<file path="config.mk">
export PLATFORM = sky130hd
export DESIGN_NAME = xbus_seq
export DESIGN_NICKNAME = d
export VERILOG_FILES = /design/src/rtl/xbus_pkg.sv /design/src/rtl/xbus_timer.sv /design/src/rtl/xbus_strobes.sv /design/src/rtl/xbus_seq.sv
export SDC_FILE = /design/constraint.sdc
export NUM_CORES = 1
export LEC_CHECK = 0
export BUFFER_PORTS_ARGS = -buffer_cell sky130_fd_sc_hd__buf_4
export CELL_PAD_IN_SITES_DETAIL_PLACEMENT = 1
export CELL_PAD_IN_SITES_GLOBAL_PLACEMENT = 2
export CORE_UTILIZATION = 30
export CTS_BUF_LIST = sky130_fd_sc_hd__clkbuf_16
export DETAILED_ROUTE_END_ITERATION = 10
export PLACE_DENSITY_LB_ADDON = 0.1
export SETUP_SLACK_MARGIN = 0.5
export SYNTH_ARGS = -nofsm -noshare
export SYNTH_HDL_FRONTEND = slang
export SYNTH_SLANG_ARGS = --single-unit
</file>
<file path="constraint.sdc">
create_clock -name clk -period 2.7 [get_ports clk]
set_input_delay 0.27 -clock clk [delete_from_list [all_inputs] [get_ports clk]]
set_output_delay 0.27 -clock clk [all_outputs]
set_load 0.05 [all_outputs]
</file>
<file path="src/rtl/xbus_pkg.sv">
package xbus_pkg;

   typedef enum logic [1:0] {
      XK_FETCH = 2'b00,
      XK_READ  = 2'b01,
      XK_WRITE = 2'b10,
      XK_RSVD  = 2'b11
   } xbus_kind_e;

   typedef struct packed {
      logic ale;
      logic psen_n;
      logic rd_n;
      logic wr_n;
      logic oe;
      logic sel_wd;
   } xbus_pins_t;

   localparam xbus_pins_t XBUS_IDLE = '{ale: 1'b0, psen_n: 1'b1, rd_n: 1'b1,
                                        wr_n: 1'b1, oe: 1'b0, sel_wd: 1'b0};

endpackage

</file>
<file path="src/rtl/xbus_timer.sv">
module xbus_timer
   import xbus_pkg::*;
#(
   parameter int CW    = 4,
   parameter int F_END = 6,
   parameter int D_END = 11
) (
   input  logic          clk,
   input  logic          rst_n,
   input  logic          req_valid,
   input  xbus_kind_e    req_kind,
   output logic          act,
   output logic [CW-1:0] ph,
   output xbus_kind_e    kind,
   output logic          act_nx,
   output logic [CW-1:0] ph_nx,
   output xbus_kind_e    kind_nx,
   output logic          accept,
   output logic          busy,
   output logic          last
);

   logic [CW-1:0] end_ph;

   always_comb begin
      end_ph = (kind == XK_FETCH) ? CW'(F_END) : CW'(D_END);
      last   = act && (ph == end_ph);
      busy   = act && !last;
      accept = req_valid && !busy && (req_kind != XK_RSVD);
   end

   always_comb begin
      act_nx  = act;
      ph_nx   = ph;
      kind_nx = kind;
      if (accept) begin
         act_nx  = 1'b1;
         ph_nx   = '0;
         kind_nx = req_kind;
      end else if (last) begin
         act_nx = 1'b0;
         ph_nx  = '0;
      end else if (act) begin
         ph_nx = ph + 1'b1;
      end
   end

   always_ff @(posedge clk or negedge rst_n) begin
      if (!rst_n) begin
         act  <= 1'b0;
         ph   <= '0;
         kind <= XK_FETCH;
      end else begin
         act  <= act_nx;
         ph   <= ph_nx;
         kind <= kind_nx;
      end
   end

   assert_busy_keeps_cycle_R10 : assert property (@(posedge clk) disable iff (!rst_n)
      busy |=> (act && $stable(kind) && ph == $past(ph) + 1'b1));

   assert_phase_in_range_R2 : assert property (@(posedge clk) disable iff (!rst_n)
      act |-> (ph <= end_ph));

   assert_rsvd_ignored_R11 : assert property (@(posedge clk) disable iff (!rst_n)
      (!act && req_kind == XK_RSVD) |=> !act);

endmodule

</file>
<file path="src/rtl/xbus_strobes.sv">
module xbus_strobes
   import xbus_pkg::*;
#(
   parameter int CW        = 4,
   parameter int ALE_W     = 2,
   parameter int ADDR_HOLD = 1,
   parameter int F_ON      = 3,
   parameter int F_OFF     = 6,
   parameter int D_ON      = 5,
   parameter int D_OFF     = 11,
   parameter int WD_ON     = 4,
   parameter int WD_OFF    = 12,
   parameter bit REG_OUT   = 1'b1
) (
   input  logic          clk,
   input  logic          rst_n,
   input  logic          act,
   input  logic [CW-1:0] ph,
   input  xbus_kind_e    kind,
   input  logic          act_nx,
   input  logic [CW-1:0] ph_nx,
   input  xbus_kind_e    kind_nx,
   output xbus_pins_t    pins,
   output logic          samp
);

   function automatic xbus_pins_t decode(input logic a, input logic [CW-1:0] p,
                                         input xbus_kind_e k);
      xbus_pins_t r;
      int         q;
      q        = int'(p);
      r        = XBUS_IDLE;
      r.ale    = a && (q < ALE_W);
      r.psen_n = !(a && k == XK_FETCH && q >= F_ON && q < F_OFF);
      r.rd_n   = !(a && k == XK_READ  && q >= D_ON && q < D_OFF);
      r.wr_n   = !(a && k == XK_WRITE && q >= D_ON && q < D_OFF);
      if (a && q < ALE_W + ADDR_HOLD) begin
         r.oe = 1'b1;
      end else if (a && k == XK_WRITE && q >= WD_ON && q < WD_OFF) begin
         r.oe     = 1'b1;
         r.sel_wd = 1'b1;
      end
      return r;
   endfunction

   generate
      if (REG_OUT) begin : g_reg
         always_ff @(posedge clk or negedge rst_n) begin
            if (!rst_n) pins <= XBUS_IDLE;
            else        pins <= decode(act_nx, ph_nx, kind_nx);
         end
      end else begin : g_comb
         always_comb pins = decode(act, ph, kind);
      end
   endgenerate

   always_comb begin
      if (kind == XK_FETCH) samp = act && (int'(ph) == F_OFF - 1);
      else                  samp = act && (kind == XK_READ) && (int'(ph) == D_OFF - 1);
   end

   assert_single_strobe_R5 : assert property (@(posedge clk) disable iff (!rst_n)
      $countones({~pins.psen_n, ~pins.rd_n, ~pins.wr_n}) <= 1);

   assert_lane_free_R7 : assert property (@(posedge clk) disable iff (!rst_n)
      (!pins.psen_n || !pins.rd_n) |-> !pins.oe);

   assert_ale_apart_R2 : assert property (@(posedge clk) disable iff (!rst_n)
      pins.ale |-> (pins.psen_n && pins.rd_n && pins.wr_n));

   generate
      if (WD_OFF > D_OFF) begin : g_hold_chk
         assert_wdata_hold_R6 : assert property (@(posedge clk) disable iff (!rst_n)
            $rose(pins.wr_n) |-> (pins.oe && pins.sel_wd));
      end
   endgenerate

endmodule

</file>
<file path="src/rtl/xbus_seq.sv">
module xbus_seq
   import xbus_pkg::*;
#(
   parameter int ALE_W     = 2,
   parameter int ADDR_HOLD = 1,
   parameter int FETCH_DLY = 1,
   parameter int FETCH_W   = 3,
   parameter int DATA_DLY  = 3,
   parameter int DATA_W    = 6,
   parameter int WR_SETUP  = 1,
   parameter int WR_HOLD   = 1,
   parameter int TAIL      = 1,
   parameter bit REG_OUT   = 1'b1
) (
   input  logic        clk,
   input  logic        rst_n,
   input  logic        req_valid,
   input  logic [1:0]  req_kind,
   input  logic [15:0] req_addr,
   input  logic [7:0]  req_wdata,
   output logic        busy,
   output logic        done,
   output logic [7:0]  rdata,
   output logic        ale,
   output logic        psen_n,
   output logic        rd_n,
   output logic        wr_n,
   output logic [7:0]  ad_o,
   output logic        ad_oe,
   input  logic [7:0]  ad_i,
   output logic [7:0]  ah_o
);

   localparam int F_ON    = ALE_W + FETCH_DLY;
   localparam int F_OFF   = F_ON + FETCH_W;
   localparam int D_ON    = ALE_W + DATA_DLY;
   localparam int D_OFF   = D_ON + DATA_W;
   localparam int WD_ON   = D_ON - WR_SETUP;
   localparam int WD_OFF  = D_OFF + WR_HOLD;
   localparam int F_END   = F_OFF - 1 + TAIL;
   localparam int D_END   = D_OFF - 1 + TAIL;
   localparam int MAX_END = (F_END > D_END) ? F_END : D_END;
   localparam int CW      = $clog2(MAX_END + 1);

   generate
      if (ALE_W < 1 || FETCH_W < 1 || DATA_W < 1 || TAIL < 1) begin : g_bad_width
         $error("xbus_seq: pulse widths and TAIL must be at least one clock");
      end
      if (ADDR_HOLD > FETCH_DLY) begin : g_bad_fetch
         $error("xbus_seq: address hold overlaps the fetch strobe");
      end
      if (ADDR_HOLD + WR_SETUP > DATA_DLY) begin : g_bad_write
         $error("xbus_seq: address hold overlaps write data setup");
      end
      if (WR_HOLD > TAIL) begin : g_bad_hold
         $error("xbus_seq: write hold runs past the end of the cycle");
      end
   endgenerate

   xbus_kind_e    kind, kind_nx;
   logic          act, act_nx, accept, last, samp;
   logic [CW-1:0] ph, ph_nx;
   logic [15:0]   addr_q;
   logic [7:0]    wdata_q;
   xbus_pins_t    pins;

   xbus_timer #(.CW(CW), .F_END(F_END), .D_END(D_END)) u_timer (
      .clk      (clk),
      .rst_n    (rst_n),
      .req_valid(req_valid),
      .req_kind (xbus_kind_e'(req_kind)),
      .act      (act),
      .ph       (ph),
      .kind     (kind),
      .act_nx   (act_nx),
      .ph_nx    (ph_nx),
      .kind_nx  (kind_nx),
      .accept   (accept),
      .busy     (busy),
      .last     (last)
   );

   xbus_strobes #(
      .CW(CW), .ALE_W(ALE_W), .ADDR_HOLD(ADDR_HOLD), .F_ON(F_ON), .F_OFF(F_OFF),
      .D_ON(D_ON), .D_OFF(D_OFF), .WD_ON(WD_ON), .WD_OFF(WD_OFF), .REG_OUT(REG_OUT)
   ) u_strobes (
      .clk    (clk),
      .rst_n  (rst_n),
      .act    (act),
      .ph     (ph),
      .kind   (kind),
      .act_nx (act_nx),
      .ph_nx  (ph_nx),
      .kind_nx(kind_nx),
      .pins   (pins),
      .samp   (samp)
   );

   always_ff @(posedge clk or negedge rst_n) begin
      if (!rst_n) begin
         addr_q  <= '0;
         wdata_q <= '0;
         rdata   <= '0;
      end else begin
         if (accept) begin
            addr_q  <= req_addr;
            wdata_q <= req_wdata;
         end
         if (samp) rdata <= ad_i;
      end
   end

   always_comb begin
      ale    = pins.ale;
      psen_n = pins.psen_n;
      rd_n   = pins.rd_n;
      wr_n   = pins.wr_n;
      ad_oe  = pins.oe;
      ad_o   = pins.sel_wd ? wdata_q : addr_q[7:0];
      ah_o   = addr_q[15:8];
      done   = last;
   end

   assert_high_addr_steady_R9 : assert property (@(posedge clk) disable iff (!rst_n)
      (act && !last) |=> $stable(ah_o));

   assert_done_single_R8 : assert property (@(posedge clk) disable iff (!rst_n)
      done |=> !done);

   assert_rdata_kept_R8 : assert property (@(posedge clk) disable iff (!rst_n)
      !samp |=> $stable(rdata));

   assert_idle_quiet_R1 : assert property (@(posedge clk) disable iff (!rst_n)
      !busy && !done |-> (psen_n && rd_n && wr_n));

endmodule

</file>
# ---- Yosys cells after proc, flatten, opt, wreduce, memory -nomap -nowiden
# Cells that the tools add are included.
dict set report word_totals {
  regBits 45
  output_inout_bits 31
}
dict set report classes {
  addsub 1
  n_lt_le_gt_ge 8
  eq_ne 7
  mux 12
  n_reduce_logical 27
}
# op n
set op_table {}
lappend op_table {{1-bit logical AND} 20}
lappend op_table {{4-bit two-way mux} 4}
lappend op_table {{4-bit == test, second input constant} 2}
lappend op_table {{4-bit by 3-bit greater-or-equal comparator with 1-bit output, second input constant} 2}
lappend op_table {{4-bit by 2-bit less-than comparator with 1-bit output, second input constant} 2}
lappend op_table {{4-bit less-than comparator, second input constant} 2}
lappend op_table {{8-bit two-way mux} 1}
lappend op_table {{1-bit zero test} 5}
lappend op_table {{1-bit two-way mux} 5}
lappend op_table {{4-bit by 1-bit adder with 4-bit output, second input constant} 1}
lappend op_table {{2-bit by 1-bit == test with 1-bit output, second input constant} 2}
lappend op_table {{4-bit == test} 1}
lappend op_table {{4-bit by 2-bit greater-or-equal comparator with 1-bit output, second input constant} 1}
lappend op_table {{2-bit zero test} 2}
lappend op_table {{4-bit by 3-bit less-than comparator with 1-bit output, second input constant} 1}
lappend op_table {{2-bit two-way mux} 2}
lappend op_table {{2-bit == test, second input constant} 1}
lappend op_table {{2-bit != test, second input constant} 1}

# ---- Logic depth before layout (Yosys ltp)
# Gate-level depths: netlist (run 1).
dict set report depth {
  depth_word 16
  depth_mapped 8
  ltp_nobuf 7
}

# ---- Hierarchy
# Synthesis (run 1) repeated with hierarchy kept, for this count alone.
dict set report unflattened {
  cells_unflattened 151
  hier_area_um2 2168.3
}
# module instances cells_each area_each_um2
set modules_own_cells {}
lappend modules_own_cells {xbus_seq 1 85 1447.6}
lappend modules_own_cells {xbus_timer 1 38 406.6}
lappend modules_own_cells {xbus_strobes 1 28 314.1}

# ---- Worst setup path before layout (run 1)
# Ideal clock, no wire load.
dict set report synth_timing {
  path_type {reg2reg}
  startpoint {register u_timer.ph[0]}
  endpoint {register, netlist name u_strobes.pins[3]}
  arrival_ns 1.925
  slack_ns 0.685
  stages_incl_launch_ff 9
  path_buffers 2
  cell_sequence {dfrtp_1 -> buf_6 -> or3b_4 -> o221ai_4 -> inv_2 -> nor2_2 -> buf_6 -> a22o_1 -> nand3_2}
}
dict set report synth_via {
  elab_chain_len 13
  elab_cells_between_ends 21
  classes_between {1 x add/sub; 2 x order compare; 2 x eq/ne; 6 x mux; 10 x reduce/logical}
}
# element line_no
set synth_lines {}
lappend synth_lines {{start, declared} xbus_timer.sv:13} ;# output logic [CW-1:0] ph,
lappend synth_lines {{start signal, assigned} xbus_timer.sv:55} ;# ph <= ph_nx;
lappend synth_lines {{4-bit == test (*)} xbus_timer.sv:27} ;# last = act && (ph == end_ph);
lappend synth_lines {{1-bit logical AND (*)} xbus_timer.sv:27}
lappend synth_lines {{1-bit zero test (*)} xbus_timer.sv:28} ;# busy = act && !last;
lappend synth_lines {{1-bit logical AND (*)} xbus_timer.sv:28}
lappend synth_lines {{net busy} xbus_seq.sv:21} ;# output logic busy,
lappend synth_lines {{1-bit zero test (*)} xbus_timer.sv:29} ;# accept = req_valid && !busy && (req_kind != XK_RSVD);
lappend synth_lines {{1-bit logical AND (*) (2 in a row)} xbus_timer.sv:29}
lappend synth_lines {{parallel branches: the longest is 4 deep, another holds 4-bit by 3-bit greater-or-equal comparator with 1-bit output} -}
lappend synth_lines {{1-bit logical AND (*)} xbus_strobes.sv:35} ;# r.rd_n = !(a && k == XK_READ && q >= D_ON && q < D_OFF);
lappend synth_lines {{1-bit zero test (*)} xbus_strobes.sv:35}
# Mark *: on every way through the listed nets, which the timed path passes.
# A chain may end at the register's enable or synchronous reset.

# ---- Final worst setup path (run 1)
dict set report layout_timing {
  startpoint {register u_timer.ph[0]}
  endpoint {output port busy}
}
dict set report layout_via {
  elab_chain_len 4
}
# element line_no
set layout_lines {}
lappend layout_lines {{4-bit == test} xbus_timer.sv:27}
lappend layout_lines {{1-bit logical AND} xbus_timer.sv:27}
lappend layout_lines {{1-bit zero test} xbus_timer.sv:28}
lappend layout_lines {{1-bit logical AND} xbus_timer.sv:28}
lappend layout_lines {{end, declared} xbus_seq.sv:21}
# Every way passes these cells.

==> run metrics, run 1 <==
adder-cell area share of the yosys netlist=under 10%; Synth Area in Simple Gates=about a fifth; final WL=~5200 um; biggest area consumer among synthesized cells=dfrtp_1; number of synthesized flops with an enable pin=0; TritonCTS Buffers=5; fin util=42.2%; CTS Root Cell=clkbuf_16; CP cell instances=or3b_4, o221ai_4, inv_2, buf_4; Ys Warns=0; Port Buffers=67; RSZ-0062 raised after global routing=no; synthesis-to-finish area growth=34.7%; largest family of logic cells by synthesized area=simple AND/OR/NAND/NOR gates; max-slew violation count=0; share of the synthesized area in the top cell type=about half; wire length per cell=~14 um; minimum clock period=about 2.1 ns; via count of the first global-routing pass=1743; Setup Viol. Count Final=0; Critical Path End Type=output port; CP max stage delay=approximately 0.48 ns; commonest cells in the netlist=83 x nand2_1, 42 x dfrtp_1, 16 x mux2_2; CTS tree=done; DRC=0; count leader, synth=nand2_1; Die W=between 80 and 90 um; max_slew headroom=just over 60%; setup TNS=0 ns; Vias/cell=4.47; row cnt=30; largest net degree at the start of global routing=between 40 and 50; routability cong.=about 0.76; sequential fraction of the synthesis area=between 50 and 60%; CP arrival=1.87 ns; layout cells sized above 1=between 40% and 50%; Initial Util=31.3%; maxcap violations=0; clk buf depth=2; Setup Skew=~0.0043 ns; initial DRC count=21; delay-heaviest family, CP=flip-flops; antenna violations before repair=0; H-tree Lvls=2; failing checks=hold timing; placed cell count=approximately 360; Syn Nets=approximately 250; Pre-antenna DRT Iters=4; post-synthesis xor/xnor area fraction=0.814%; Hold Path Class=in -> async; non-filler cells, final=around 370; Inserted Diodes=0; CORE AREA=0.00687 sq mm; fin nets=between 300 and 400; mapped cell area=0.00215 sq mm; Worst-Margin Slew=just under 0.6 ns; pwr/cell area=around 1500 mW/mm^2; Setup CP Type=reg -> out; Post-DRT Antenna Nets=0; Leak=1.44 nW; post-synthesis compound-gate area fraction=under 10%; Clock transition at path regs=approximately 0.06 ns; Die Footprint=approximately 0.0075 sq mm; final hold vios=15; FF+latch count, synth=45; Main synth FF type=dfrtp_1; Via Count=between 1.5k and 2k; critical-path maximum fanout=11; Fmax achieved=~470 MHz; WP data required=2.43 ns; Die H=between 80 and 90 um; WP buf/inv=2; count of cell types in the netlist=between 40 and 50; post-DP HPWL=between 3000 and 4000 um; Clock Latency Late Sink=0.28 ns; post-synthesis mux area share=around a tenth; GRT Overall Usage=between 15 and 20%; IO Count=68; kind of start point of the critical path=flop; final hold slack=-0.0102 ns; # clock sinks=45; remaining global-route overflow=0; ys async rst share=100%; global-route wire length before repair=between 8000 and 9000 um; outcome=finished, violations left; maximum VDD drop=around 0.48 mV; Tcrit/Tclk final=approximately four fifths; synthesized area per cell=approximately 10 sq um; Synth Instances=between 200 and 250; CP max-delay cell=dfrtp_2; Synth area leaders=dfrtp_1 49%, nand2_1 14%, mux2_2 8.4%
-- power by group --
group | leakage (nW) | total [W] | switching [W] | internal (W)
logic | 0.814 | 0.00232 | 0.00147 | 0.000847
registers | 0.551 | 0.00122 | 0.000229 | 0.000987
clock network | 0.0797 | 0.000674 | 0.000245 | 0.000430
-- placed cells by master, fill, tap and decap left out, drive strengths merged, types with 3 or more instances in the layout --
master	n
inv	7
dfrtp	42
nand2	84
nor2	4
clkbuf	5
buf	74
o21ai	4
dfstp	3
o22ai	3
ha	3
mux2	16
-- per-layer routing --
metal  wire length [um]  GRT usage (%)
met4                 58           4.09
met5                  0              0
met1               2380           19.8
met2               2580           26.2
met3                198           3.52
-- flip-flops by register name, indices dropped and copies added (netlist names) --
register	cells
u_strobes.pins	6
u_timer.ph	4
wdata_q	8
u_timer.kind	2
addr_q	16
u_timer.act	1
rdata	8
-- timing repair --
item | CTS | global route
gates resized for setup | 0 | 4
setup buffers | 0 | 4
hold buffers | 0 | 0
setup endpoints to repair | 0 | 36
-- final cells by class --
cell class / instances / area (sq um)
multi-input combinational: 145 / 903
clock inverter: 2 / 35.0
clock buffer: 5 / 125
timing repair buffer: 74 / 556
tap: 96 / 120
sequential: 45 / 1130
fill: 816 / 3970
inverter: 7 / 26.3
-- cells by family (layout without fill, tap and decap cells) --
family,after synthesis,count (layout)
AOI/OAI and AO/OA,21,21
xor gates and xnor gates,2,2
adders and majority gates,3,3
buffers and inverters,22,88
DFF,45,45
muxes,18,18
and+or+nand+nor,101,101
-- per-stage QoR --
step | hold WS (ns) | setup slack (ns) | instance area [sq um] | total power, W
after floorplan | -0.0256 | 0.685 | 2150 | 0.00294
after global placement | 0.321 | 0.567 | 2690 | 0.00348
after detailed placement | 0.324 | 0.535 | 2690 | 0.00351
after CTS | 0.0199 | 0.512 | 2850 | 0.00421
after global routing | 0.0357 | 0.491 | 2900 | 0.00449
final | -0.0102 | 0.561 | 2900 | 0.00421
-- final timing paths --
| kind | endpoint | depth (start not counted) | slack [ns] | from |
|---|---|---|---|---|
| worst min register to register | addr_q[10] | 2 | 0.48 | addr_q[10] |
| min in group clk | wdata_q[2] | 3 | 0.18 | req_wdata[2] |
| worst min-delay path | addr_q[13] | 1 | -0.01 | rst_n |
| max in group asynchronous | u_timer.ph[0] | 1 | 2.27 | rst_n |
| worst max register to register | u_strobes.pins[3] | 6 | 0.64 | u_timer.ph[0] |
| worst max-delay path | busy | 4 | 0.56 | u_timer.ph[0] |
(Power assumes the default switching activity.)
==> run 2: changes to the inputs <==
--- a/config.mk
+++ b/config.mk
@@ -8,7 +8,7 @@
 export BUFFER_PORTS_ARGS = -buffer_cell sky130_fd_sc_hd__buf_4
 export CELL_PAD_IN_SITES_DETAIL_PLACEMENT = 1
 export CELL_PAD_IN_SITES_GLOBAL_PLACEMENT = 2
-export CORE_UTILIZATION = 30
+export CORE_UTILIZATION = 27
 export CTS_BUF_LIST = sky130_fd_sc_hd__clkbuf_16
 export DETAILED_ROUTE_END_ITERATION = 10
 export PLACE_DENSITY_LB_ADDON = 0.1
==> constraint.sdc (replaced) <==
create_clock -name clk -period 1.9 [get_ports clk]
set_input_delay 0.19 -clock clk [delete_from_list [all_inputs] [get_ports clk]]
set_output_delay 0.19 -clock clk [all_outputs]
set_load 0.05 [all_outputs]
==> run metrics, run 2 (same netlist as run 1, synthesis figures left out) <==
outcome=finished, violations left (unchanged); failing checks=setup timing (was hold timing); CP cell instances=or3b_4, o221ai_4, buf_4, a21oi_2, a21o_4, xnor2_2, o2bb2ai_1 (was or3b_4, o221ai_4, inv_2, buf_4); CORE AREA=0.00773 sq mm (was 0.00687 sq mm); Tcrit/Tclk final=102%; Die H=91.3 um (was 86.7 um); Die Footprint=0.00833 sq mm (was 0.00752 sq mm); Worst-Margin Slew=0.584 ns (was 0.590 ns); CTS tree=done (unchanged); critical-path maximum fanout=5 (was 11); Worst Hold End=addr_q[5]; Critical Path End Type=flop (was output port); global-route wire length before repair=9980 um (was 8780 um); Setup CP Type=reg -> reg (was reg -> out); row cnt=32 (was 30); cells on worst reg2reg path=7 (was 6); fin nets=348 (was 318); max_slew headroom=61.1% (was 60.7%); most common cell after layout, fill and taps aside=nand2_1 (unchanged); DP Worst Slack=-0.0429 ns (was 0.535 ns); Hold Startpoint=req_addr[5]; Worst Setup SP=u_timer.kind[0] (was u_timer.ph[0]); Port Buffers=67 (unchanged); PnR worst setup slack=-0.0412 ns (was 0.561 ns); Sw Pwr=0.00312 W (was 0.00194 W); CP arrival=2.11 ns (was 1.87 ns); Initial Util=27.8% (was 31.3%); max-slew violation count=0 (unchanged); Post-DRT Antenna Nets=0 (unchanged); maxcap violations=0 (unchanged); R2R Setup Slk=-0.04 ns (was 0.64 ns); Vias/cell=4.36 (was 4.47); hold path cells=3; kind of start point of the critical path=flop (unchanged); Fmax achieved=slightly above 500 MHz; TritonCTS Buffers=5 (unchanged); layout cells sized above 1=50.5% (was 42.1%); wire length per cell=14.7 um (was 13.9 um); DRC=0 (unchanged); WP data required=2.07 ns (was 2.43 ns); Clock transition at path regs=0.06 ns (about the same); Leak=1.71 nW (was 1.44 nW); H-tree Lvls=2 (unchanged); synthesis-to-finish area growth=59.2% (was 34.7%); maximum VDD drop=0.685 mV (was 0.484 mV); # clock sinks=45 (unchanged); via count of the first global-routing pass=1885 (was 1743); clock power share=11.8% (was 16.0%); Setup Viol. Count Final=5 (was 0); net switching share of the total power=44.1% (was 46.2%); IO Count=68 (unchanged); max reg flops=16 (unchanged); initial DRC count=17 (was 21); final hold slack=0.0922 ns (was -0.0102 ns); remaining global-route overflow=0 (unchanged); CP max stage delay=0.44 ns (was 0.48 ns); r2r startpoint=u_timer.kind[0] (was u_timer.ph[0]); Die W=91.3 um (was 86.7 um); Top reg by flops=addr_q (unchanged); Pre-antenna DRT Iters=4 (unchanged); combinational power share=64.9% (was 55.1%); RSZ-0062 raised after global routing=yes (was no); Internal Power=0.00396 W (was 0.00226 W); Flop pwr share=23.3% (was 28.9%); largest net degree at the start of global routing=46 (unchanged); Setup Skew=0.00644 ns (was 0.00434 ns); minimum clock period=~1.9 ns; final WL=6040 um (was 5220 um); clk buf depth=2 (unchanged); Via Count=1794 (was 1672); largest registers=addr_q: 16 flops, rdata: 8 flops, wdata_q: 8 flops (unchanged); post-DP HPWL=4150 um (was 3770 um); Inserted Diodes=0 (unchanged); Hold Path Class=in -> reg (was in -> async); pwr/cell area=2060 mW/mm^2 (was 1450 mW/mm^2); final hold vios=0 (was 15); reg-to-reg critical path endpoint=u_strobes.pins[1] (was u_strobes.pins[3]); antenna violations before repair=0 (unchanged); GRT Overall Usage=15.5% (was 15.4%); CP max-delay cell=or3b_4 (was dfrtp_2); Clock Latency Late Sink=0.28 ns (about the same); routability cong.=0.780 (was 0.762); commonest cells after routing, fill and taps aside=81 x nand2_1, 80 x buf_4, 41 x dfrtp_1 (was 83 x nand2_1, 74 x buf_4, 40 x dfrtp_1); CTS Root Cell=clkbuf_16 (unchanged)
[run 2: cell types whose count changed in the layout (fill, tap and decap cells not counted), moves of 2 or more]
cell     before  now
o21ai_0       4    1
mux2_4        0   16
buf_4        74   80
buf_8         0   10
mux2_2       16    0
buf_6         0    9
buf_12        0    3
nand2_1      83   81
[run 2: metal layers]
| metal | vias up | track usage, % | wire length [um] |
|---|---|---|---|
| met3 | 4 | 4.10 | 316 |
| met1 | 858 | 20.8 | 2850 |
| li1 | 881 | - | - |
| met2 | 51 | 25.0 | 2840 |
| met4 | 0 | 3.17 | 34 |
| met5 | - | 0 | 0 |
[run 2: cell type report]
| type | count | area (sq um) |
|---|---|---|
| flip-flops and latches | 45 | 1130 |
| clock inverters | 3 | 13.8 |
| multi-input cells | 145 | 1040 |
| repair buffers | 104 | 955 |
| inverters | 7 | 31.3 |
| fillers | 886 | 4300 |
| well taps | 102 | 128 |
| clock buffers | 5 | 125 |
[run 2: worst max-delay path: cells and delay by family (launching register included)]
family	cells	cell delay, ns
compound gates	4	0.67
xor+xnor	1	0.16
buf+inv	1	0.18
flops	1	0.38
simple gates	1	0.44
[run 2: worst max path at each step]
stage	to	slack, ns
detailed placement	u_strobes.pins[1]	-0.04
CTS	done	-0.02
global route	u_strobes.pins[3]	-0.12
global placement	u_strobes.pins[1]	-0.01
floorplan	u_strobes.pins[3]	-0.04
finish	u_strobes.pins[1]	-0.04
[run 2: power groups by stage]
stage / Combinational (W) / Sequential (W) / Clock, W
6_report: 0.00459 / 0.00165 / 0.000832
5_1_grt: 0.00490 / 0.00171 / 0.000892
4_1_cts: 0.00452 / 0.00165 / 0.000867
3_5_place_dp: 0.00362 / 0.00168 / 0
3_3_place_gp: 0.00362 / 0.00166 / 0
2_1_floorplan: 0.00222 / 0.00202 / 0
[run 2: repair_timing]
item | CTS | global route
hold buffers | 1 | 0
endpoints found under the hold margin | 42 | 0
cloned | 1 | 0
pin swaps | 8 | 0
setup endpoints to repair | 55 | 55
setup buffers | 13 | 3
gates resized for setup | 61 | 7
[run 2: through the flow]
stage | cells | utilization (%) | cell area (sq um) | total power [W] | TNS, ns
after floorplan | 212 | - | 2190 | 0.00424 | -0.113
after global placement | 385 | 36.9 | 2850 | 0.00528 | -0.0135
after detailed placement | 385 | 36.9 | 2850 | 0.00530 | -0.116
after CTS | 408 | 43.7 | 3380 | 0.00704 | -0.176
after global routing | 411 | 44.3 | 3430 | 0.00750 | -1.99
final | 411 | 44.3 | 3430 | 0.00707 | -0.152
==> run 3: changes to the inputs <==
--- a/config.mk
+++ b/config.mk
@@ -5,14 +5,15 @@
 export SDC_FILE = /design/constraint.sdc
 export NUM_CORES = 1
 export LEC_CHECK = 0
+export ABC_AREA = 1
 export BUFFER_PORTS_ARGS = -buffer_cell sky130_fd_sc_hd__buf_4
 export CELL_PAD_IN_SITES_DETAIL_PLACEMENT = 1
 export CELL_PAD_IN_SITES_GLOBAL_PLACEMENT = 2
-export CORE_UTILIZATION = 27
+export CORE_MARGIN = 8
+export CORE_UTILIZATION = 26
 export CTS_BUF_LIST = sky130_fd_sc_hd__clkbuf_16
 export DETAILED_ROUTE_END_ITERATION = 10
 export PLACE_DENSITY_LB_ADDON = 0.1
-export SETUP_SLACK_MARGIN = 0.5
 export SYNTH_ARGS = -nofsm -noshare
 export SYNTH_HDL_FRONTEND = slang
 export SYNTH_SLANG_ARGS = --single-unit
==> run metrics, run 3 <==
GRT Overall Usage=10.2% (was 15.5%); Crit path depth=6 (was 7); wire length per cell=13.3 um (was 14.7 um); delay-heaviest family, CP=flip-flops (was compound AO/OA/AOI/OAI gates); minimum clock period=1.73 ns (was 1.94 ns); multi-input logic area=803 sq um (was 0.00104 sq mm); commonest cells after routing, fill and taps aside=93 x nand2_1, 72 x buf_4, 42 x dfrtp_1 (was 81 x nand2_1, 80 x buf_4, 41 x dfrtp_1); # clock sinks=45 (unchanged); Pwr Total=0.00566 W (was 0.00707 W); CORE AREA=0.00813 sq mm (was 0.00773 sq mm); PnR worst setup slack=0.171 ns (was -0.0412 ns); largest net degree at the start of global routing=46 (unchanged); count of cell types in the netlist=23 (was 45); CP cell instances=inv_1, ha_1, nand3_1, o21ai_0, nand2_1, mux2_2 (was or3b_4, o221ai_4, buf_4, a21oi_2, a21o_4, xnor2_2, o2bb2ai_1); max reg flops=16 (unchanged); Finished Cell Area=0.00290 sq mm (was 0.00343 sq mm); Ys Warns=0 (unchanged); post-cts resize count=0 (was 61); Die W=107 um (was 91.3 um); fin nets=357 (was 348); via count of the first global-routing pass=1863 (was 1885); Synth area leaders=dfrtp_1 49%, nand2_1 16%, inv_1 5.0% (was dfrtp_1 49%, nand2_1 14%, mux2_2 8.4%); reg-to-reg critical path endpoint=rdata[4] (was u_strobes.pins[1]); row cnt=33 (was 32); max-slew violation count=0 (unchanged); Main synth FF type=dfrtp_1 (unchanged); count leader, synth=nand2_1 (unchanged); Inserted Diodes=0 (unchanged); Pre-antenna DRT Iters=6 (was 4); synthesis-to-finish area growth=34.1% (was 59.2%); H-tree Lvls=2 (unchanged); Synth Instances=251 (was 212); max_slew headroom=61.8% (was 61.1%); Initial Util=26.5% (was 27.8%); WP data required=2.06 ns (was 2.07 ns); Critical Path End Type=flop (unchanged); clk buf depth=2 (unchanged); Syn Nets=291 (was 252); number of synthesized flops with an enable pin=0 (unchanged); Post CTS Setup Buffer Count=0 (was 13); dpl cell area=0.00275 sq mm (was 0.00285 sq mm); layout cells sized above 1=32.4% (was 50.5%); final WL=5640 um (was 6040 um); CP max-delay cell=dfrtp_1 (was or3b_4); DRC=0 (unchanged); maxcap violations=0 (unchanged); RSZ-0062 raised after global routing=no (was yes); Worst Setup SP=u_timer.ph[0] (was u_timer.kind[0]); initial DRC count=56 (was 17); largest registers=addr_q: 16 flops, rdata: 8 flops, wdata_q: 8 flops (unchanged); Top reg by flops=addr_q (unchanged); sequential fraction of the synthesis area=52.3% (was 52.5%); post-DP HPWL=4260 um (was 4150 um); Die H=107 um (was 91.3 um); Via Count=1784 (was 1794); WP buf/inv=1 (unchanged); commonest cells in the netlist=93 x nand2_1, 42 x dfrtp_1, 29 x inv_1 (was 83 x nand2_1, 42 x dfrtp_1, 16 x mux2_2); TritonCTS Buffers=5 (unchanged); IO Count=68 (unchanged); Die Footprint=0.0115 sq mm (was 0.00833 sq mm); mapped cell area=0.00216 sq mm (was 0.00215 sq mm); cells on worst reg2reg path=6 (was 7); critical-path maximum fanout=8 (was 5); Fmax achieved=578 MHz (was 515 MHz); biggest area consumer among synthesized cells=dfrtp_1 (unchanged); Hold Path Class=in -> reg (unchanged); Clock Latency Late Sink=0.28 ns (about the same); Reg area=0.00113 sq mm (about the same); DP Worst Slack=0.149 ns (was -0.0429 ns); CTS Root Cell=clkbuf_16 (unchanged); routability cong.=0.758 (was 0.780); Worst-Margin Slew=0.573 ns (was 0.584 ns); final hold vios=0 (unchanged); Setup Skew=0.00602 ns (was 0.00644 ns); synthesized area per cell=8.60 sq um (was 10.2 sq um); number of fill cells=980 (was 886); Setup CP Type=reg -> reg (unchanged); ys async rst share=100% (unchanged); pwr/cell area=1950 mW/mm^2 (was 2060 mW/mm^2); CP max stage delay=0.47 ns (was 0.44 ns); Leak=1.54 nW (was 1.71 nW); R2R Setup Slk=0.17 ns (was -0.04 ns); antenna violations before repair=0 (unchanged); Post-DRT Antenna Nets=0 (unchanged); remaining global-route overflow=0 (unchanged); maximum VDD drop=0.478 mV (was 0.685 mV); Tcrit/Tclk final=91.0% (was 102%); global-route wire length before repair=9360 um (was 9980 um); Port Buffers=67 (unchanged); CTS tree=done (unchanged); Vias/cell=4.22 (was 4.36); Clock transition at path regs=0.06 ns (about the same); outcome=complete, no violations (was finished, violations left); FF+latch count, synth=45 (unchanged); Setup Viol. Count Final=0 (was 5); kind of start point of the critical path=flop (unchanged); most common cell after layout, fill and taps aside=nand2_1 (unchanged); share of the synthesized area in the top cell type=48.7% (was 48.8%); CP arrival=1.89 ns (was 2.11 ns); r2r startpoint=u_timer.ph[0] (was u_timer.kind[0]); crit path capture=rdata[4] (was u_strobes.pins[1]); Hold-fix buffers, CTS=1 (unchanged)
## run 3: cell count changes after synthesis, moves of 2 or more
cell      previous run  this run
buf_4                8        10
nand4_1              2         0
nor2_1               3         8
nand3_1              1        13
inv_2                1         3
o22ai_2              2         0
clkbuf_1             3         1
inv_1                6        29
nand2_4              0         3
nand2_1             83        93
mux2_2              16         8
or3b_4               2         0
o21ai_0              4        19
a211oi_1             2         0
## run 3: layout make-up
| class | instances | share of cell area, % |
|---|---|---|
| clock buffers | 5 | 4.32 |
| clock inverters | 3 | 0.519 |
| inverters | 32 | 4.15 |
| multi-input cells | 159 | 27.7 |
| flip-flops and latches | 45 | 39.0 |
| well taps | 105 | 4.54 |
| repair buffers | 74 | 19.7 |
## run 3: how the worst min path moves through the flow
stage / startpoint / to / slack, ns / cells past startpoint
finish: req_wdata[6] / wdata_q[6] / 0.1 / 3
global route: req_addr[15] / addr_q[15] / 0.10 / 3
CTS: req_addr[15] / addr_q[15] / 0.1 / 3
detailed placement: rst_n / addr_q[3] / 0.24 / 1
global placement: rst_n / addr_q[3] / 0.24 / 1
floorplan: rst_n / addr_q[0] / -0.11 / 0
## run 3: worst reg2reg max path, stage by stage (launching register included)
cell     delay, ns
dfrtp_1       0.47
inv_1         0.12
ha_1          0.21
nand3_1       0.08
o21ai_0       0.07
nand2_1       0.27
mux2_2        0.38
## run 3: where the power goes
group	internal, W	total (W)	switching [W]
clock	0.000478	0.000832	0.000354
combinational	0.00100	0.00316	0.00216
sequential	0.00140	0.00166	0.000258
total	0.00288	0.00566	0.00277
## run 3: routing by layer
| layer | global-route usage [%] | routed length (um) | vias up |
|---|---|---|---|
| met2 | 16.6 | 2740 | 35 |
| li1 | - | - | 892 |
| met4 | 3.32 | 42 | 0 |
| met3 | 3.42 | 356 | 2 |
| met1 | 12.3 | 2500 | 855 |
| met5 | 0 | 0 | - |
## run 3: metrics by stage
stage	hold slack (ns)	instances	utilization [%]	setup TNS [ns]
3_5_place_dp	0.242	414	33.7	0
6_report	0.0996	423	35.6	0
5_1_grt	0.105	423	35.6	0
3_3_place_gp	0.241	414	33.7	0
2_1_floorplan	-0.106	251	-	-0.0118
4_1_cts	0.0961	423	35.6	0
## run 3: cells by family (layout without fill, tap and decap cells)
family,Yosys count,in the layout,share of synthesized area (%)
buffers and inverters,47,114,10.4
AOI/OAI and AO/OA,21,21,4.99
xor gates and xnor gates,2,2,0.812
DFF,45,45,52.3
muxes,9,9,4.64
and+or+nand+nor,124,124,25.0
adders and majority gates,3,3,1.74
